### src/rtl/pbs_pkg.sv
`timescale 1ns/1ps
package pbs_pkg;

    localparam int PIX_W  = 24;
    localparam int BUS_W  = 16;
    localparam int BITS_W = 6;

    typedef enum logic [1:0] {
        FMT_ONE   = 2'd0,
        FMT_TWO   = 2'd1,
        FMT_THREE = 2'd2,
        FMT_PAIR  = 2'd3
    } cyc_fmt_e;

    typedef struct packed {
        logic              busy;
        logic              gather;
        logic              drain;
        logic              have_one;
        logic              lone;
        logic [1:0]        phase;
        cyc_fmt_e          fmt;
        logic [BITS_W-1:0] bpp_bits;
        logic [BITS_W-1:0] line_bits;
        logic [PIX_W-1:0]  p0;
        logic [PIX_W-1:0]  p1;
        logic              out_valid;
        logic [BUS_W-1:0]  out_word;
        logic              out_a0;
        logic              done;
        logic              err;
    } ser_state_t;

    function automatic logic [BITS_W-1:0] size_bits(input logic [1:0] sel);
        case (sel)
            2'd0:    return BITS_W'(12);
            2'd1:    return BITS_W'(16);
            2'd2:    return BITS_W'(18);
            default: return BITS_W'(24);
        endcase
    endfunction

    function automatic logic [BITS_W-1:0] width_bits(input logic [1:0] sel);
        case (sel)
            2'd0:    return BITS_W'(8);
            2'd1:    return BITS_W'(9);
            2'd2:    return BITS_W'(12);
            default: return BITS_W'(16);
        endcase
    endfunction

endpackage

### src/rtl/pbs_fmt_decode.sv
`timescale 1ns/1ps
module pbs_fmt_decode
    import pbs_pkg::*;
(
    input  logic [1:0]        bpp_sel,
    input  logic [1:0]        lines_sel,
    output logic              legal,
    output cyc_fmt_e          fmt,
    output logic [BITS_W-1:0] bpp_bits,
    output logic [BITS_W-1:0] line_bits
);

    logic [7:0] b8;
    logic [7:0] l8;

    always_comb begin
        bpp_bits  = size_bits(bpp_sel);
        line_bits = width_bits(lines_sel);
        b8 = 8'(bpp_bits);
        l8 = 8'(line_bits);
        legal = 1'b1;
        fmt   = FMT_ONE;
        if (b8 == l8) begin
            fmt = FMT_ONE;
        end else if (b8 == (l8 << 1)) begin
            fmt = FMT_TWO;
        end else if (b8 == (l8 + (l8 << 1))) begin
            fmt = FMT_THREE;
        end else if ((b8 << 1) == (l8 + (l8 << 1))) begin
            fmt = FMT_PAIR;
        end else begin
            legal = 1'b0;
        end
    end

endmodule

### src/rtl/pbs_slicer.sv
`timescale 1ns/1ps
module pbs_slicer
    import pbs_pkg::*;
(
    input  cyc_fmt_e          fmt,
    input  logic [BITS_W-1:0] bpp_bits,
    input  logic [BITS_W-1:0] line_bits,
    input  logic [1:0]        phase,
    input  logic              lone,
    input  logic [PIX_W-1:0]  p0,
    input  logic [PIX_W-1:0]  p1,
    output logic [BUS_W-1:0]  word
);

    logic [31:0]       a32;
    logic [31:0]       b32;
    logic [31:0]       full_mask;
    logic [31:0]       half_mask;
    logic [31:0]       res;
    logic [BITS_W-1:0] half;
    logic [BITS_W-1:0] shamt;

    always_comb begin
        a32       = 32'(p0);
        b32       = 32'(p1);
        half      = line_bits >> 1;
        full_mask = (32'd1 << line_bits) - 32'd1;
        half_mask = (32'd1 << half) - 32'd1;
        shamt     = bpp_bits - line_bits;
        if (fmt == FMT_PAIR) begin
            case (phase)
                2'd0:    res = (a32 >> shamt) & full_mask;
                2'd1:    res = ((a32 & half_mask) << half)
                             | (lone ? 32'd0 : ((b32 >> (bpp_bits - half)) & half_mask));
                default: res = b32 & full_mask;
            endcase
        end else begin
            case (phase)
                2'd0:    shamt = bpp_bits - line_bits;
                2'd1:    shamt = bpp_bits - (line_bits << 1);
                default: shamt = bpp_bits - (line_bits + (line_bits << 1));
            endcase
            res = (a32 >> shamt) & full_mask;
        end
        word = res[BUS_W-1:0];
    end

endmodule

### src/rtl/pbs_frame_ctr.sv
`timescale 1ns/1ps
module pbs_frame_ctr #(
    parameter int CNT_W = 20
) (
    input  logic             clk,
    input  logic             rst_n,
    input  logic             load,
    input  logic [CNT_W-1:0] load_val,
    input  logic             dec,
    output logic [CNT_W-1:0] remaining,
    output logic             is_last,
    output logic             is_zero
);

    logic [CNT_W-1:0] cnt_d;
    logic [CNT_W-1:0] cnt_q;

    always_comb begin
        cnt_d = cnt_q;
        if (load) begin
            cnt_d = load_val;
        end else if (dec) begin
            cnt_d = cnt_q - CNT_W'(1);
        end
    end

    always_ff @(posedge clk or negedge rst_n) begin
        if (!rst_n) begin
            cnt_q <= '0;
        end else begin
            cnt_q <= cnt_d;
        end
    end

    assign remaining = cnt_q;
    assign is_last   = (cnt_q == CNT_W'(1));
    assign is_zero   = (cnt_q == '0);

    // a pixel is never taken beyond the programmed count
    assert_ctr_no_underflow_R6: assert property (
        @(posedge clk) disable iff (!rst_n) dec |-> (cnt_q != '0)
    );

endmodule

### src/rtl/pix_bus_serializer.sv
`timescale 1ns/1ps
module pix_bus_serializer
    import pbs_pkg::*;
#(
    parameter int CNT_W = 20
) (
    input  logic             clk,
    input  logic             rst_n,
    input  logic [1:0]       cfg_bpp_sel,
    input  logic [1:0]       cfg_lines_sel,
    input  logic [CNT_W-1:0] cfg_pix_count,
    input  logic             start,
    output logic             cfg_err,
    output logic             busy,
    output logic             frame_done,
    input  logic             pix_valid,
    input  logic [23:0]      pix_data,
    output logic             pix_ready,
    input  logic             cmd_valid,
    input  logic             cmd_is_param,
    input  logic [15:0]      cmd_data,
    output logic             cmd_ready,
    output logic             bus_valid,
    output logic [15:0]      bus_word,
    output logic             bus_a0,
    input  logic             bus_ack
);

    ser_state_t        st_d;
    ser_state_t        st_q;

    logic              dec_legal;
    cyc_fmt_e          dec_fmt;
    logic [BITS_W-1:0] dec_bpp;
    logic [BITS_W-1:0] dec_lines;
    logic [BUS_W-1:0]  slice_word;
    logic [31:0]       cmd_mask32;
    logic [1:0]        last_phase;
    logic              out_free;
    logic              ctr_load;
    logic              ctr_dec;
    logic [CNT_W-1:0]  ctr_rem;
    logic              ctr_last;
    logic              ctr_zero;

    pbs_fmt_decode u_decode (
        .bpp_sel   (cfg_bpp_sel),
        .lines_sel (cfg_lines_sel),
        .legal     (dec_legal),
        .fmt       (dec_fmt),
        .bpp_bits  (dec_bpp),
        .line_bits (dec_lines)
    );

    pbs_slicer u_slicer (
        .fmt       (st_q.fmt),
        .bpp_bits  (st_q.bpp_bits),
        .line_bits (st_q.line_bits),
        .phase     (st_q.phase),
        .lone      (st_q.lone),
        .p0        (st_q.p0),
        .p1        (st_q.p1),
        .word      (slice_word)
    );

    pbs_frame_ctr #(.CNT_W(CNT_W)) u_count (
        .clk       (clk),
        .rst_n     (rst_n),
        .load      (ctr_load),
        .load_val  (cfg_pix_count),
        .dec       (ctr_dec),
        .remaining (ctr_rem),
        .is_last   (ctr_last),
        .is_zero   (ctr_zero)
    );

    assign cmd_mask32 = (32'd1 << dec_lines) - 32'd1;

    always_comb begin
        case (st_q.fmt)
            FMT_ONE:   last_phase = 2'd0;
            FMT_TWO:   last_phase = 2'd1;
            FMT_THREE: last_phase = 2'd2;
            default:   last_phase = st_q.lone ? 2'd1 : 2'd2;
        endcase
    end

    always_comb begin
        st_d     = st_q;
        st_d.done = 1'b0;
        ctr_load = 1'b0;
        ctr_dec  = 1'b0;
        out_free = !st_q.out_valid || bus_ack;

        if (st_q.out_valid && bus_ack) begin
            st_d.out_valid = 1'b0;
        end

        if (!st_q.busy) begin
            if (cmd_valid && out_free) begin
                st_d.out_valid = 1'b1;
                st_d.out_word  = cmd_data & cmd_mask32[BUS_W-1:0];
                st_d.out_a0    = cmd_is_param;
            end
            if (start) begin
                if (!dec_legal) begin
                    st_d.err = 1'b1;
                end else begin
                    st_d.err = 1'b0;
                    if (cfg_pix_count != '0) begin
                        ctr_load       = 1'b1;
                        st_d.busy      = 1'b1;
                        st_d.gather    = 1'b1;
                        st_d.drain     = 1'b0;
                        st_d.have_one  = 1'b0;
                        st_d.lone      = 1'b0;
                        st_d.phase     = 2'd0;
                        st_d.fmt       = dec_fmt;
                        st_d.bpp_bits  = dec_bpp;
                        st_d.line_bits = dec_lines;
                    end
                end
            end
        end else if (st_q.gather) begin
            if (pix_valid) begin
                ctr_dec = 1'b1;
                if (st_q.fmt != FMT_PAIR) begin
                    st_d.p0     = pix_data;
                    st_d.gather = 1'b0;
                    st_d.lone   = 1'b0;
                    st_d.phase  = 2'd0;
                end else if (!st_q.have_one) begin
                    st_d.p0 = pix_data;
                    if (ctr_last) begin
                        st_d.gather = 1'b0;
                        st_d.lone   = 1'b1;
                        st_d.phase  = 2'd0;
                    end else begin
                        st_d.have_one = 1'b1;
                    end
                end else begin
                    st_d.p1       = pix_data;
                    st_d.have_one = 1'b0;
                    st_d.gather   = 1'b0;
                    st_d.lone     = 1'b0;
                    st_d.phase    = 2'd0;
                end
            end
        end else if (!st_q.drain) begin
            if (out_free) begin
                st_d.out_valid = 1'b1;
                st_d.out_word  = slice_word;
                st_d.out_a0    = 1'b1;
                if (st_q.phase == last_phase) begin
                    if (ctr_zero) begin
                        st_d.drain = 1'b1;
                    end else begin
                        st_d.gather = 1'b1;
                    end
                end else begin
                    st_d.phase = st_q.phase + 2'd1;
                end
            end
        end else begin
            if (out_free) begin
                st_d.busy  = 1'b0;
                st_d.drain = 1'b0;
                st_d.done  = 1'b1;
            end
        end
    end

    always_ff @(posedge clk or negedge rst_n) begin
        if (!rst_n) begin
            st_q <= '0;
        end else begin
            st_q <= st_d;
        end
    end

    assign cfg_err    = st_q.err;
    assign busy       = st_q.busy;
    assign frame_done = st_q.done;
    assign pix_ready  = st_q.busy && st_q.gather;
    assign cmd_ready  = !st_q.busy && out_free;
    assign bus_valid  = st_q.out_valid;
    assign bus_word   = st_q.out_word;
    assign bus_a0     = st_q.out_a0;

    // an unacknowledged word is held unchanged
    assert_word_hold_R9: assert property (
        @(posedge clk) disable iff (!rst_n)
        (bus_valid && !bus_ack) |=> (bus_valid && $stable(bus_word) && $stable(bus_a0))
    );

    // the end-of-frame pulse lasts one cycle
    assert_done_single_R6: assert property (
        @(posedge clk) disable iff (!rst_n) frame_done |=> !frame_done
    );

    // the pulse follows a busy frame and busy is already low
    assert_done_ends_busy_R6: assert property (
        @(posedge clk) disable iff (!rst_n) frame_done |-> (!busy && $past(busy))
    );

    // an illegal pair never starts a frame and flags the error
    assert_refuse_illegal_R1: assert property (
        @(posedge clk) disable iff (!rst_n)
        (start && !busy && !dec_legal) |=> (!busy && cfg_err)
    );

endmodule

### config.mk
export PLATFORM = sky130hd
export DESIGN_NAME = pix_bus_serializer
export DESIGN_NICKNAME = d
export VERILOG_FILES = /design/src/rtl/pbs_pkg.sv /design/src/rtl/pbs_fmt_decode.sv /design/src/rtl/pbs_slicer.sv /design/src/rtl/pbs_frame_ctr.sv /design/src/rtl/pix_bus_serializer.sv
export SDC_FILE = /design/constraint.sdc
export NUM_CORES = 1
export LEC_CHECK = 0
export CAP_MARGIN = 20
export CORE_UTILIZATION = 60
export CTS_BUF_LIST = sky130_fd_sc_hd__clkbuf_4 sky130_fd_sc_hd__clkbuf_8 sky130_fd_sc_hd__clkbuf_16
export CTS_CLUSTER_SIZE = 25
export DETAILED_ROUTE_END_ITERATION = 6
export GPL_TIMING_DRIVEN = 1
export PLACE_DENSITY_LB_ADDON = 0.08
export SLEW_MARGIN = 20
export SYNTH_ARGS = -nofsm -noshare
export SYNTH_HDL_FRONTEND = slang
export SYNTH_SLANG_ARGS = --single-unit
### constraint.sdc
create_clock -name clk -period 4.3 [get_ports clk]
set_input_delay 0.86 -clock clk [delete_from_list [all_inputs] [get_ports clk]]
set_output_delay 0.86 -clock clk [all_outputs]
set_load 0.05 [all_outputs]
==> impl_metrics.env <==
export IMPL_synth_xor_area_share_pct=1.59
export IMPL_postCtsResizedCells=0
export IMPL_ys_seq_elements=105
export IMPL_syn_area_per_cell_um2=8.60
export IMPL_slew_headroom_pct=36.8
export IMPL_ctsHoldBuffers=0
export IMPL_finalClockSkew_ps=13.8
export IMPL_cts_sinks=105
export IMPL_ys_top_cells_by_area="dfrtp_1, mux4_2, mux2_2"
export IMPL_cp_top_family="adder cells"
export IMPL_crit_chain="inv_1, ha_1, inv_1, fa_1, mux4_2, mux2i_1, nor3_1, o21ai_0, a21oi_1, nor3_1, o31ai_1"
export IMPL_grt_pass1_wl_mm=58.4
export IMPL_post_route_period_util_pct=91.5
export IMPL_wirelength_mm=38.4
export IMPL_cp_num_buf_inv=2
export IMPL_io_pins=94
export IMPL_maxCapViolCount=0
export IMPL_ant_nets=0
export IMPL_rr_endpoint="bus_word[4]"
export IMPL_rows=49
export IMPL_numCtsBuffers=9
export IMPL_cts_tree="built"
export IMPL_rsz0062_at_grt="no"
export IMPL_slowest_delay_ps=920
export IMPL_synth_adder_area_share_pct=4.55
export IMPL_antenna_found_initial=0
export IMPL_muxShareOfSynthArea_pct=20.4
export IMPL_min_path_type="reg2reg"
export IMPL_r2r_start="st_q[75]"
export IMPL_ys_async_sr_fraction_pct=100
export IMPL_clockBufferDepth=2
export IMPL_rrSetupSlack_ps=370
export IMPL_dp_hpwl_mm=29.3
export IMPL_worst_pin_slew_ps=937
export IMPL_synth_top_family_by_area="compound AO/OA/AOI/OAI gates"
export IMPL_synth_cell_area_mm2=0.0109
export IMPL_core_area_mm2=0.0179
export IMPL_postSynthCellCount=1273
export IMPL_ys_types=96
export IMPL_grt_pass1_vias=10226
export IMPL_io_buffers=93
export IMPL_gp_congestion=1.05
export IMPL_grtUsageTotal_pct=41.7
export IMPL_cp_depth=11
export IMPL_clk_latency_ps=370
export IMPL_cpMaxStageDelayCell="fa_1"
export IMPL_gr_total_overflow=0
export IMPL_start_util_pct=61.1
export IMPL_die_h_um=137
export IMPL_ctsHtreeMaxLevel=3
export IMPL_cts_root_buffer="clkbuf_16"
export IMPL_grt_max_degree=65
export IMPL_post_drt_wl_per_cell_um=24.8
export IMPL_holdPathStages=2
export IMPL_setup_violations_final=0
export IMPL_drive_gt1_share_pct=15.9
export IMPL_die_x_um=137
export IMPL_nNetsFinal=1424
export IMPL_num_fill_cells=1499
export IMPL_setup_tns_ps=0
export IMPL_synth_compound_area_share_pct=22.6
export IMPL_max_freq_ghz=0.254
export IMPL_drc_errors=0
export IMPL_synth_top_area_cell="dfrtp_1"
export IMPL_drtPass1Iterations=5
export IMPL_status="complete, no violations"
export IMPL_reg2reg_depth=11
export IMPL_start_kind="flop"
export IMPL_die_area_mm2=0.0188
export IMPL_area_growth_pct=12.6
export IMPL_holdPathEnd="cfg_err"
export IMPL_yosys_area_share_simple_pct=20.6
export IMPL_period_needed_ps=3930
export IMPL_yosysTopAreaCellShare_pct=24.0
export IMPL_hold_start="cfg_err"
export IMPL_synth_ff_type="dfrtp_1"
export IMPL_worstPathRequired_ps=4540
export IMPL_drv_slew=0
export IMPL_synth_edff_count=0
export IMPL_hold_viol_final=0
export IMPL_arrival_ps=4170
export IMPL_yosys_warnings=0
export IMPL_critPathCaptureType="flop"
export IMPL_postCtsSetupBuffers=0
export IMPL_ys_seq_area_share_pct=24.0
export IMPL_clkTransAtPathRegs_ps=80
export IMPL_path_max_fanout=13
export IMPL_drtIter0Drc=1445
export IMPL_diodes=0
export IMPL_critPathKind="reg2reg"
export IMPL_via_per_inst=7.30
export IMPL_dr_total_vias=11300
[worst max path at each step]
| stage | startpoint | endpoint | slack (ps) |
|---|---|---|---|
| after floorplan | st_q[70] | bus_word[5] | 590 |
| after global placement | cfg_lines_sel[0] | u_count.remaining[6] | 280 |
| after detailed placement | cfg_lines_sel[0] | u_count.remaining[10] | 210 |
| after CTS | st_q[71] | bus_word[10] | 480 |
| after global routing | st_q[71] | bus_word[10] | 80 |
| final | st_q[75] | bus_word[4] | 370 |
[tightest hold or removal path: stages, from the launching register on]
cell and delay (ps):
dfrtp_1 350, nand2_1 40, o21ai_0 70
[final cells by class]
cell class | instances | area (um^2) | share of cell area [%]
clock buffer | 10 | 239 | 1.94
clock inverter | 6 | 72.6 | 0.589
inverter | 34 | 128 | 1.04
multi-input combinational | 1022 | 7650 | 62.1
sequential | 105 | 2630 | 21.3
tap | 229 | 287 | 2.33
timing repair buffer | 143 | 1320 | 10.7
[registers in the layout, summed over array words and instances, names as in the netlist]
| name | cells |
|---|---|
| bus_valid | 1 |
| busy | 1 |
| bus_word | 16 |
| st_q | 64 |
| u_count.remaining | 20 |
| frame_done | 1 |
| bus_a0 | 1 |
| cfg_err | 1 |
[metal layers]
metal  up-vias  GRT usage [%]  part of all wire [%]
met4         0           18.1                   4.6
met1      5421           58.9                    40
met5         -              0                     0
met3       130           7.74                    12
li1       4953              -                     -
met2       796           62.1                    44
[synth_stat cells, types with 14 or more instances]
cell type / instances
a31oi_1: 28
clkbuf_1: 57
buf_4: 20
and3_1: 15
nand3_1: 74
ha_1: 35
o21ai_0: 76
a21oi_1: 51
mux2_2: 70
nand4_1: 23
dfrtp_1: 105
nand2b_1: 22
inv_1: 31
buf_2: 27
mux4_2: 41
o211ai_1: 31
nand2_1: 140
nor4_1: 14
nor3_1: 40
mux2i_1: 50
o31ai_1: 16
a211oi_1: 20
nor2_1: 61
[cells in the final DEF (no fill, tap or decap), types with 28 or more instances in the layout]
| cell | synthesis | final |
|---|---|---|
| dfrtp_1 | 105 | 105 |
| inv_1 | 31 | 31 |
| a31oi_1 | 28 | 28 |
| mux2i_1 | 50 | 50 |
| a21oi_1 | 51 | 51 |
| ha_1 | 35 | 35 |
| clkdlybuf4s50_1 | 0 | 92 |
| mux4_2 | 41 | 41 |
| mux2_2 | 70 | 70 |
| nand2_1 | 140 | 140 |
| o211ai_1 | 31 | 31 |
| nor2_1 | 61 | 60 |
| buf_4 | 20 | 50 |
| o21ai_0 | 76 | 76 |
| nand3_1 | 74 | 74 |
| nor3_1 | 40 | 40 |
[through the flow]
step	hold slack [ps]	setup slack [ps]	std cells	cell area (um^2)	util, %
finish	500	366	1549	12300	68.8
floorplan	468	589	1274	10900	-
global route	548	80.0	1549	12300	68.8
global placement	484	280	1533	12000	67.1
detailed placement	490	208	1533	12000	67.1
CTS	508	477	1549	12300	68.8
[kinds of logic (layout without fill, tap and decap cells)]
family,count (synthesis),in the layout
and+or+nand+nor,450,450
AOI/OAI and AO/OA,350,350
muxes,163,163
buffers and inverters,147,193
DFF,105,105
adders and majority gates,38,38
xor gates and xnor gates,19,19
other,1,2
Power is left out: the tool's default activity adds up to more than one toggle a clock period on the data nets, which glitch-free logic cannot reach.
